[config.mk]
export PLATFORM = sky130hd
export DESIGN_NAME = frame_clk_seq
export DESIGN_NICKNAME = d
export VERILOG_FILES = /design/src/rtl/frame_clk_pkg.sv /design/src/rtl/fcs_cfg_hold.sv /design/src/rtl/fcs_rx_fsm.sv /design/src/rtl/fcs_tx_gate.sv /design/src/rtl/frame_clk_seq.sv
export SDC_FILE = /design/constraint.sdc
export NUM_CORES = 1
export LEC_CHECK = 0
export BUFFER_PORTS_ARGS = -buffer_cell sky130_fd_sc_hd__buf_2
export CAP_MARGIN = 20
export CORE_AREA = 2 2 39 41
export CTS_CLUSTER_DIAMETER = 100
export CTS_CLUSTER_SIZE = 30
export DETAILED_ROUTE_END_ITERATION = 8
export DIE_AREA = 0 0 41 43
export PLACE_DENSITY = 0.54
export SYNTH_ARGS = -nofsm -noshare
export SYNTH_HDL_FRONTEND = slang
export SYNTH_SLANG_ARGS = --single-unit
[constraint.sdc]
create_clock -name clk -period 1.95 [get_ports clk]
set_input_delay 0.0975 -clock clk [delete_from_list [all_inputs] [get_ports clk]]
set_output_delay 0.0975 -clock clk [all_outputs]
set_load 0.005 [all_outputs]
[src/rtl/frame_clk_pkg.sv]
package frame_clk_pkg;

  parameter int RATE_W = 2;

  typedef enum logic [2:0] {
    PH_IDLE  = 3'd0,
    PH_TRACK = 3'd1,
    PH_HDR   = 3'd2,
    PH_CRC   = 3'd3,
    PH_DATA  = 3'd4
  } phase_t;

  typedef struct packed {
    logic              late_rdy;
    logic              free_run;
    logic [RATE_W-1:0] rate;
  } seq_cfg_t;

  // Free running honoured only up to a maximum rate code.
  function automatic logic free_allowed(input seq_cfg_t c, input int max_rate);
    return c.free_run && (int'(c.rate) <= max_rate);
  endfunction

  function automatic logic rx_clk_on(input phase_t ph, input logic free_eff);
    if (free_eff) return ph != PH_IDLE;
    return (ph == PH_HDR) || (ph == PH_DATA);
  endfunction

  function automatic logic ready_on(input phase_t ph, input logic late);
    if (late) return ph == PH_DATA;
    return (ph == PH_HDR) || (ph == PH_CRC) || (ph == PH_DATA);
  endfunction

endpackage

[src/rtl/fcs_cfg_hold.sv]
module fcs_cfg_hold
  import frame_clk_pkg::*;
(
  input  logic              clk,
  input  logic              rst_n,
  input  logic              rx_en,
  input  logic              tx_en,
  input  logic              late_in,
  input  logic              free_in,
  input  logic [RATE_W-1:0] rate_in,
  output seq_cfg_t          cfg_q
);

  logic open_win;
  assign open_win = !rx_en && !tx_en;

  always_ff @(posedge clk) begin
    if (!rst_n) begin
      cfg_q <= '0;
    end else if (open_win) begin
      cfg_q.late_rdy <= late_in;
      cfg_q.free_run <= free_in;
      cfg_q.rate     <= rate_in;
    end
  end

  a_r12_cfg_frozen: assert property (@(posedge clk) disable iff (!rst_n)
    (rx_en || tx_en) |=> $stable(cfg_q));

endmodule

[src/rtl/fcs_rx_fsm.sv]
module fcs_rx_fsm
  import frame_clk_pkg::*;
#(
  parameter int FREE_MAX_RATE = 1
) (
  input  logic     clk,
  input  logic     rst_n,
  input  logic     rx_en,
  input  logic     trk_start,
  input  logic     sfd_det,
  input  logic     hdr_done,
  input  logic     crc_ok,
  input  logic     crc_bad,
  input  logic     payload_end,
  input  seq_cfg_t cfg,
  output logic     rx_clk_en,
  output logic     data_rdy,
  output logic     hdr_rate_sel
);

  phase_t ph_q, ph_d;
  logic   free_eff;
  logic   ev_hdr_fail;
  logic   ev_payload_go;

  assign free_eff      = free_allowed(cfg, FREE_MAX_RATE);
  assign ev_hdr_fail   = rx_en && (ph_q == PH_CRC) && crc_bad;
  assign ev_payload_go = rx_en && (ph_q == PH_CRC) && crc_ok;

  always_comb begin
    ph_d = ph_q;
    if (!rx_en) begin
      ph_d = PH_IDLE;
    end else begin
      unique case (ph_q)
        PH_IDLE:  if (trk_start)   ph_d = PH_TRACK;
        PH_TRACK: if (sfd_det)     ph_d = PH_HDR;
        PH_HDR:   if (hdr_done)    ph_d = PH_CRC;
        PH_CRC: begin
          if (ev_payload_go)       ph_d = PH_DATA;
          else if (ev_hdr_fail)    ph_d = PH_IDLE;
        end
        PH_DATA:  if (payload_end) ph_d = PH_IDLE;
        default:                   ph_d = PH_IDLE;
      endcase
    end
  end

  always_ff @(posedge clk) begin
    if (!rst_n) ph_q <= PH_IDLE;
    else        ph_q <= ph_d;
  end

  assign rx_clk_en    = rx_clk_on(ph_q, free_eff);
  assign data_rdy     = ready_on(ph_q, cfg.late_rdy);
  assign hdr_rate_sel = (ph_q != PH_DATA);

  a_r6_fail_drops: assert property (@(posedge clk) disable iff (!rst_n)
    ev_hdr_fail |=> (!data_rdy && !rx_clk_en));

  a_r7_rx_off_idle: assert property (@(posedge clk) disable iff (!rst_n)
    !rx_en |=> (!data_rdy && !rx_clk_en && hdr_rate_sel));

  a_r3_late_ready: assert property (@(posedge clk) disable iff (!rst_n)
    (cfg.late_rdy && $rose(data_rdy)) |-> $past(ev_payload_go));

  a_r8_payload_ready: assert property (@(posedge clk) disable iff (!rst_n)
    !hdr_rate_sel |-> (data_rdy && rx_clk_en));

  a_r4_crc_gap: assert property (@(posedge clk) disable iff (!rst_n)
    (!free_eff && (ph_q == PH_CRC)) |-> !rx_clk_en);

endmodule

[src/rtl/fcs_tx_gate.sv]
module fcs_tx_gate
  import frame_clk_pkg::*;
#(
  parameter int FREE_MAX_RATE = 1
) (
  input  logic     clk,
  input  logic     rst_n,
  input  logic     tx_en,
  input  logic     tx_ready,
  input  seq_cfg_t cfg,
  output logic     tx_clk_en
);

  logic run_q;
  logic free_eff;
  logic start_ev;

  assign free_eff = free_allowed(cfg, FREE_MAX_RATE);
  assign start_ev = free_eff || tx_ready;

  always_ff @(posedge clk) begin
    if (!rst_n)        run_q <= 1'b0;
    else if (!tx_en)   run_q <= 1'b0;
    else if (start_ev) run_q <= 1'b1;
  end

  assign tx_clk_en = run_q;

  a_r9_tx_off: assert property (@(posedge clk) disable iff (!rst_n)
    !tx_en |=> !tx_clk_en);

  a_r9_tx_gated_start: assert property (@(posedge clk) disable iff (!rst_n)
    (!free_eff && $rose(tx_clk_en)) |-> $past(tx_ready && tx_en));

endmodule

[src/rtl/frame_clk_seq.sv]
module frame_clk_seq
  import frame_clk_pkg::*;
#(
  parameter int FREE_MAX_RATE = 1
) (
  input  logic              clk,
  input  logic              rst_n,
  input  logic              rx_en,
  input  logic              tx_en,
  input  logic              tx_ready,
  input  logic              trk_start,
  input  logic              sfd_det,
  input  logic              hdr_done,
  input  logic              crc_ok,
  input  logic              crc_bad,
  input  logic              payload_end,
  input  logic              cfg_late_rdy,
  input  logic              cfg_free_run,
  input  logic [RATE_W-1:0] cfg_rate,
  output logic              rx_clk_en,
  output logic              tx_clk_en,
  output logic              data_rdy,
  output logic              hdr_rate_sel
);

  seq_cfg_t cfg_q;

  fcs_cfg_hold u_cfg (
    .clk     (clk),
    .rst_n   (rst_n),
    .rx_en   (rx_en),
    .tx_en   (tx_en),
    .late_in (cfg_late_rdy),
    .free_in (cfg_free_run),
    .rate_in (cfg_rate),
    .cfg_q   (cfg_q)
  );

  fcs_rx_fsm #(.FREE_MAX_RATE(FREE_MAX_RATE)) u_rx (
    .clk          (clk),
    .rst_n        (rst_n),
    .rx_en        (rx_en),
    .trk_start    (trk_start),
    .sfd_det      (sfd_det),
    .hdr_done     (hdr_done),
    .crc_ok       (crc_ok),
    .crc_bad      (crc_bad),
    .payload_end  (payload_end),
    .cfg          (cfg_q),
    .rx_clk_en    (rx_clk_en),
    .data_rdy     (data_rdy),
    .hdr_rate_sel (hdr_rate_sel)
  );

  fcs_tx_gate #(.FREE_MAX_RATE(FREE_MAX_RATE)) u_tx (
    .clk       (clk),
    .rst_n     (rst_n),
    .tx_en     (tx_en),
    .tx_ready  (tx_ready),
    .cfg       (cfg_q),
    .tx_clk_en (tx_clk_en)
  );

endmodule

* Yosys cells after proc, flatten, opt, wreduce, memory -nomap -nowiden *
Cells that the tools add are included.

word-level totals
  word-level logic and storage cells = 45
  register bits = 8
  bits of input ports = 15
  output and inout bits = 4

cells by class
  equality and inequality tests = 10
  magnitude comparators = 1
  reduce and logical (&&, ||, !) cells = 16
  mux-type cells = 13

operator list
  cell                                                                   number
  3-bit 2-to-1 mux                                                       6
  3-bit case mux with 5 select lines                                     1
  2-bit != test, second input constant                                   4
  3-bit by 2-bit == test with 1-bit output, second input constant        2
  1-bit 2-to-1 mux                                                       6
  1-bit logical AND                                                      5
  5-bit AND reduction                                                    1
  1-bit logical OR                                                       4
  2-bit AND reduction                                                    2
  3-bit by 1-bit == test with 1-bit output, second input constant        1
  3-bit == test, second input constant                                   1
  3-bit zero test                                                        1
  3-bit by 1-bit != test with 1-bit output, second input constant        1
  3-bit != test, second input constant                                   1
  3-bit nonzero test                                                     1
  2-bit by 1-bit <= comparator with 1-bit output, second input constant  1
  1-bit zero test                                                        2

* Longest topological paths before layout *
  word-level depth = 6
  mapped depth = 5
  depth with buffers taken out = 4

* Cells and area by module *
Synthesis repeated with hierarchy kept, for this count alone.

unflattened totals
  cells, all modules = 47
  area, all modules = 397.9 um^2

modules (own cells, without submodules)
  module        sequential area each (um^2)  area each (um^2)  cells each  instances
  fcs_rx_fsm    60.1                         200.2             26          1
  fcs_cfg_hold  80.1                         161.4             18          1
  fcs_tx_gate   20.0                         36.3              3           1

* Worst setup path before layout *
OpenSTA, ideal clock, no wires.

  path kind = flip-flop to flip-flop
  start = register u_rx.ph_q[2]
  end = register u_rx.ph_q[0]
  arrival = 0.997 ns
  setup time = 0.116 ns
  period minus slack after synthesis = 1.113 ns
  stages on the path, launching flop included = 6
  path slack = 0.837 ns
  path buffers = 1
  data required time = 1.834 ns
  path through = dfxtp_1 -> buf_4 -> nand3b_1 -> a2bb2oi_2 -> a21oi_1 -> a41o_1

on the way
  word-level cells in the longest chain between the ends = 5
  elaborated cells on any way between the ends = 16
  classes of those cells = eq/ne: 9; mux: 2; reduce/logical: 5

ends and longest elaborated chain
  item                                                                                    RTL line                                              text
  start, declared                                                                         fcs_rx_fsm.sv:21                                      phase_t ph_q, ph_d;
  start signal, assigned                                                                  fcs_rx_fsm.sv:51                                      else ph_q <= ph_d;
  3-bit by 2-bit == test with 1-bit output                                                fcs_rx_fsm.sv:27, fcs_rx_fsm.sv:28, fcs_rx_fsm.sv:35
  1-bit logical AND                                                                       fcs_rx_fsm.sv:27, fcs_rx_fsm.sv:28
  1-bit logical AND (on tied branches)                                                    fcs_rx_fsm.sv:28, fcs_rx_fsm.sv:27
  3-bit by 1-bit != test with 1-bit output (no line) or 3-bit 2-to-1 mux (tied branches)  n/a
  5-bit AND reduction (no line) or 3-bit case mux with 5 select lines (tied branches)     n/a

Parallel ways exist; a longest one is shown, timed or not.
A chain may end at the register's enable or synchronous reset.

* Worst setup path after layout *
  start = register u_rx.ph_q[1]
  end = output port data_rdy

on the way
  word-level cells in the longest chain between the ends = 4
  elaborated cells on any way between the ends = 7
  classes of those cells = eq/ne: 3; mux: 2; reduce/logical: 2

ends and longest elaborated chain
  item                                      RTL line             text
  3-bit by 2-bit == test with 1-bit output  frame_clk_pkg.sv:31  return (ph == PH_HDR) || (ph == PH_CRC) || (ph == PH_DATA);
  1-bit logical OR (2 in a row)             frame_clk_pkg.sv:31
  1-bit 2-to-1 mux (*)                      frame_clk_pkg.sv:31
  end, declared                             frame_clk_seq.sv:22  output logic data_rdy,

Every way passes the cells marked *; elsewhere a longest branch is shown, timed or not. The select of a mux whose other input is x is not followed.

==> results.txt <==
- Status: finished, final reports clean
* Synth top area share: 34.7%
- The floorplan step set the die height to 43 um.
- After Yosys synthesis, XOR and XNOR cells account for 2.17% of the synthesized area.
- Counting every sink on the clock net gives 7.
- Share of the cycle needed by the critical path after routing: 65.4%
- The number of hold buffers added after CTS was 0.
- Clock buffer count from CTS: 3
* Worst voltage drop across the vdd grid: 0.000255 V
- Horizontal die dimension: 41 um
- The number of nets handed over by synthesis was 64.
- Sequential-to-total area share from yosys stat: 34.7%
- Leakage power of the design: 0.216 nW
* Final ANT Viol Nets: 0
- Final worst hold slack: 0.0776 ns
- Top Family by Delay on Critical Path: flip-flops
* Worst-path clk slew: 0.05 ns
- 19 I/O pins were placed.
- The floorplan has 14 rows.
- Distinct cell type count after synthesis: 24
* Worst min path class: in -> reg
* Fmax: 784 MHz
- Max-slew headroom at the worst pin: 80.8%
* Synth Warn #: 0
* Number of max-capacitance violations reported: 0
- After synthesis, the largest family of logic cells by area is compound AO/OA/AOI/OAI gates.
- Of the total synthesized cell area, the portion taken by full adders, half adders and majority gates is 0%.
- Summing over every cut layer, the via total after detailed routing is 408.
- For this run, the leading register cell type out of synthesis is dfxtp_1.
* Clock Tree Root: clkbuf_4
- Once routing completed, OpenROAD measured the worst setup slack at 0.674 ns.
* Fraction of the core area covered by cells at the end of the flow: 36.8%
- Count of final setup violators: 0
* Number of vias per cell after detailed routing: 4.92
- The worst setup path is of the reg -> out kind.
- Clock tree skew after final layout: 0.000303 ns
- Counting the fill cells in the layout gives 150.
* Avg Cell Area, Syn: 8.25 um2
- At the worst endpoint, the arrival time is 1.18 ns.
* Startpoint of the most critical hold path: payload_end
- Compared with the post-synthesis result, the final layout area differs by 26.0%.
- Number of flops mapped to enable cells by yosys: 0
* Critical path's largest stage delay: 0.47 ns
- Top post-synthesis cells by count: dfxtp_1 (7), nand2_1 (7), nor2_1 (5)
- Minimum period implied by the final worst setup slack: 1.28 ns
- Synthesized instance count: 49
* Effective utilization at floorplan: 29.2%
- In this run the number of H-tree levels came out at 1.
* Top cells by area in the synthesized netlist: dfxtp_1 (35%), nand2_1 (6.5%), a21boi_1 (5.6%)
- The number of gates resized after CTS was 0.
* Clock buffer depth: 2
- Area fraction in compound gates after synthesis: 29.4%
- Cells with a size suffix above 1 make up 32.8% of the layout.
- Number of antenna violations at the first check in global routing: 0
- OpenSTA, run right after detailed placement, puts the worst setup slack at 0.698 ns.
* Sequence of cells on the critical path: inv_1 > o31ai_1 > buf_2
- Start of the worst register-to-register path: u_rx.ph_q[2]
- TritonCTS built the clock tree.
- The via count of the first global-routing pass was 361.
* Crit Path Max Fanout: 7
* Nets@finish: 83
* PD cells: 660 mW/mm2
- The number of buffers and inverters on the critical path is 2.
- Avg WL per Cell: 10.8 um
- At the later pin of the worst-skew pair, clock insertion delay measures 0.25 ns.
- Netlist Area Pre-Place: 404 um2
- Total negative setup slack: 0 ns
* Pin count of the biggest net entering global routing: 10
* Antenna diodes: 0
- Max-slew violation count: 0
- Remaining global-route overflow: 0
* All-layer global routing usage: 12.2%
- On the critical path, the stage with the largest delay is an instance of dfxtp_1.
- After synthesis the netlist holds a flip-flop and latch count of 7.
- Final hold viol count: 0
- Number of detailed-routing iterations run before antenna repair: 2
* Fraction of synthesized area in multiplexers: 2.48%
- After Yosys synthesis, and, or, nand and nor cells account for 23.8% of the synthesized area.
* Filler-free cell count of the finished design: 83
* RSZ-0062 raised after global routing: false
- Cell type contributing the most total cell area after synthesis: dfxtp_1
- Post-CTS Setup Inserts: 0
- The most critical setup path has its startpoint at u_rx.ph_q[1].
- At the pin with the least slew margin, the transition time is 0.288 ns.
- Global placer's final weighted congestion: 0.712
- Wirelength, routed: 899 um
- Data required, critical path: 1.85 ns
- The first routing iteration left 2 violations.
- In the synthesized netlist the async set-or-reset flop fraction comes to 0%.
* Crit path launch type: flip-flop
- Input and output buffers added on the ports amount to 17.
- Cell count after placement: 79
- STA classifies the critical path endpoint as an output port.
* Core Region: 0.00138 mm2
* Post-detailed-route DRC marker count: 0
- Die Footprint: 0.00176 mm2
* Global-route wire length before repair: 1470 um
[flip-flops by register name, indices dropped and copies added, names as in the netlist]
signal	count
u_tx.tx_clk_en	1
u_rx.ph_q	3
u_cfg.cfg_q	3
[placed cells by master (no fill, tap or decap)]
cell type / instances
nor3_1: 2
nand3_1: 1
inv_1: 1
a41o_1: 1
and2_2: 1
o21a_1: 1
dfxtp_1: 7
o21ai_0: 3
a21boi_1: 3
clkbuf_1: 1
o31ai_1: 2
nor2_1: 5
o21ai_1: 1
o32ai_1: 1
xnor2_1: 1
a21oi_1: 2
nor2b_1: 1
a2bb2oi_2: 1
nand2_1: 7
clkbuf_4: 3
mux2i_1: 1
nand3b_1: 1
nor3b_1: 2
buf_2: 17
o311a_1: 1
[through the flow]
step	power [mW]	cell area, um2
after floorplan	0.188	404
after global placement	0.209	483
after detailed placement	0.209	483
after CTS	0.343	509
after global routing	0.360	509
final	0.336	509
[final timing paths]
check                                       to  slack [ns]  cells past startpoint
worst max-delay path                  data_rdy        0.67                      3
worst min-delay path              u_rx.ph_q[2]        0.08                      2
worst max register to register    u_rx.ph_q[0]        0.70                      4
worst min register to register  u_cfg.cfg_q[2]        0.47                      2
[final cells by class]
cell class	count	area, um2	share of cell area (%)
Timing Repair Buffer	17	85.1	16.7
Inverter	1	3.75	0.737
Multi-Input combinational cell	38	234	45.9
Tap cell	16	20.0	3.93
Sequential cell	7	140	27.5
Clock buffer	4	26.3	5.16
[power by group]
part	total, mW	switching (mW)	internal, mW
Clock	0.130	0.0524	0.0780
Sequential	0.155	0.00615	0.149
Combinational	0.0505	0.0239	0.0266
Total	0.336	0.0825	0.254
[cell families after synthesis]
family          count (synthesis)
compound gates                 16
xor+xnor                        1
buf+inv                         4
flops                           7
mux                             1
simple gates                   20
[layer usage]
metal	part of all wire [%]	global-route usage (%)
met3	7.1	5.24
met1	48	16.5
met2	44	15.9
met5	0	0
met4	0.67	6.00
Note: power is estimated with default switching activity, not from simulation.
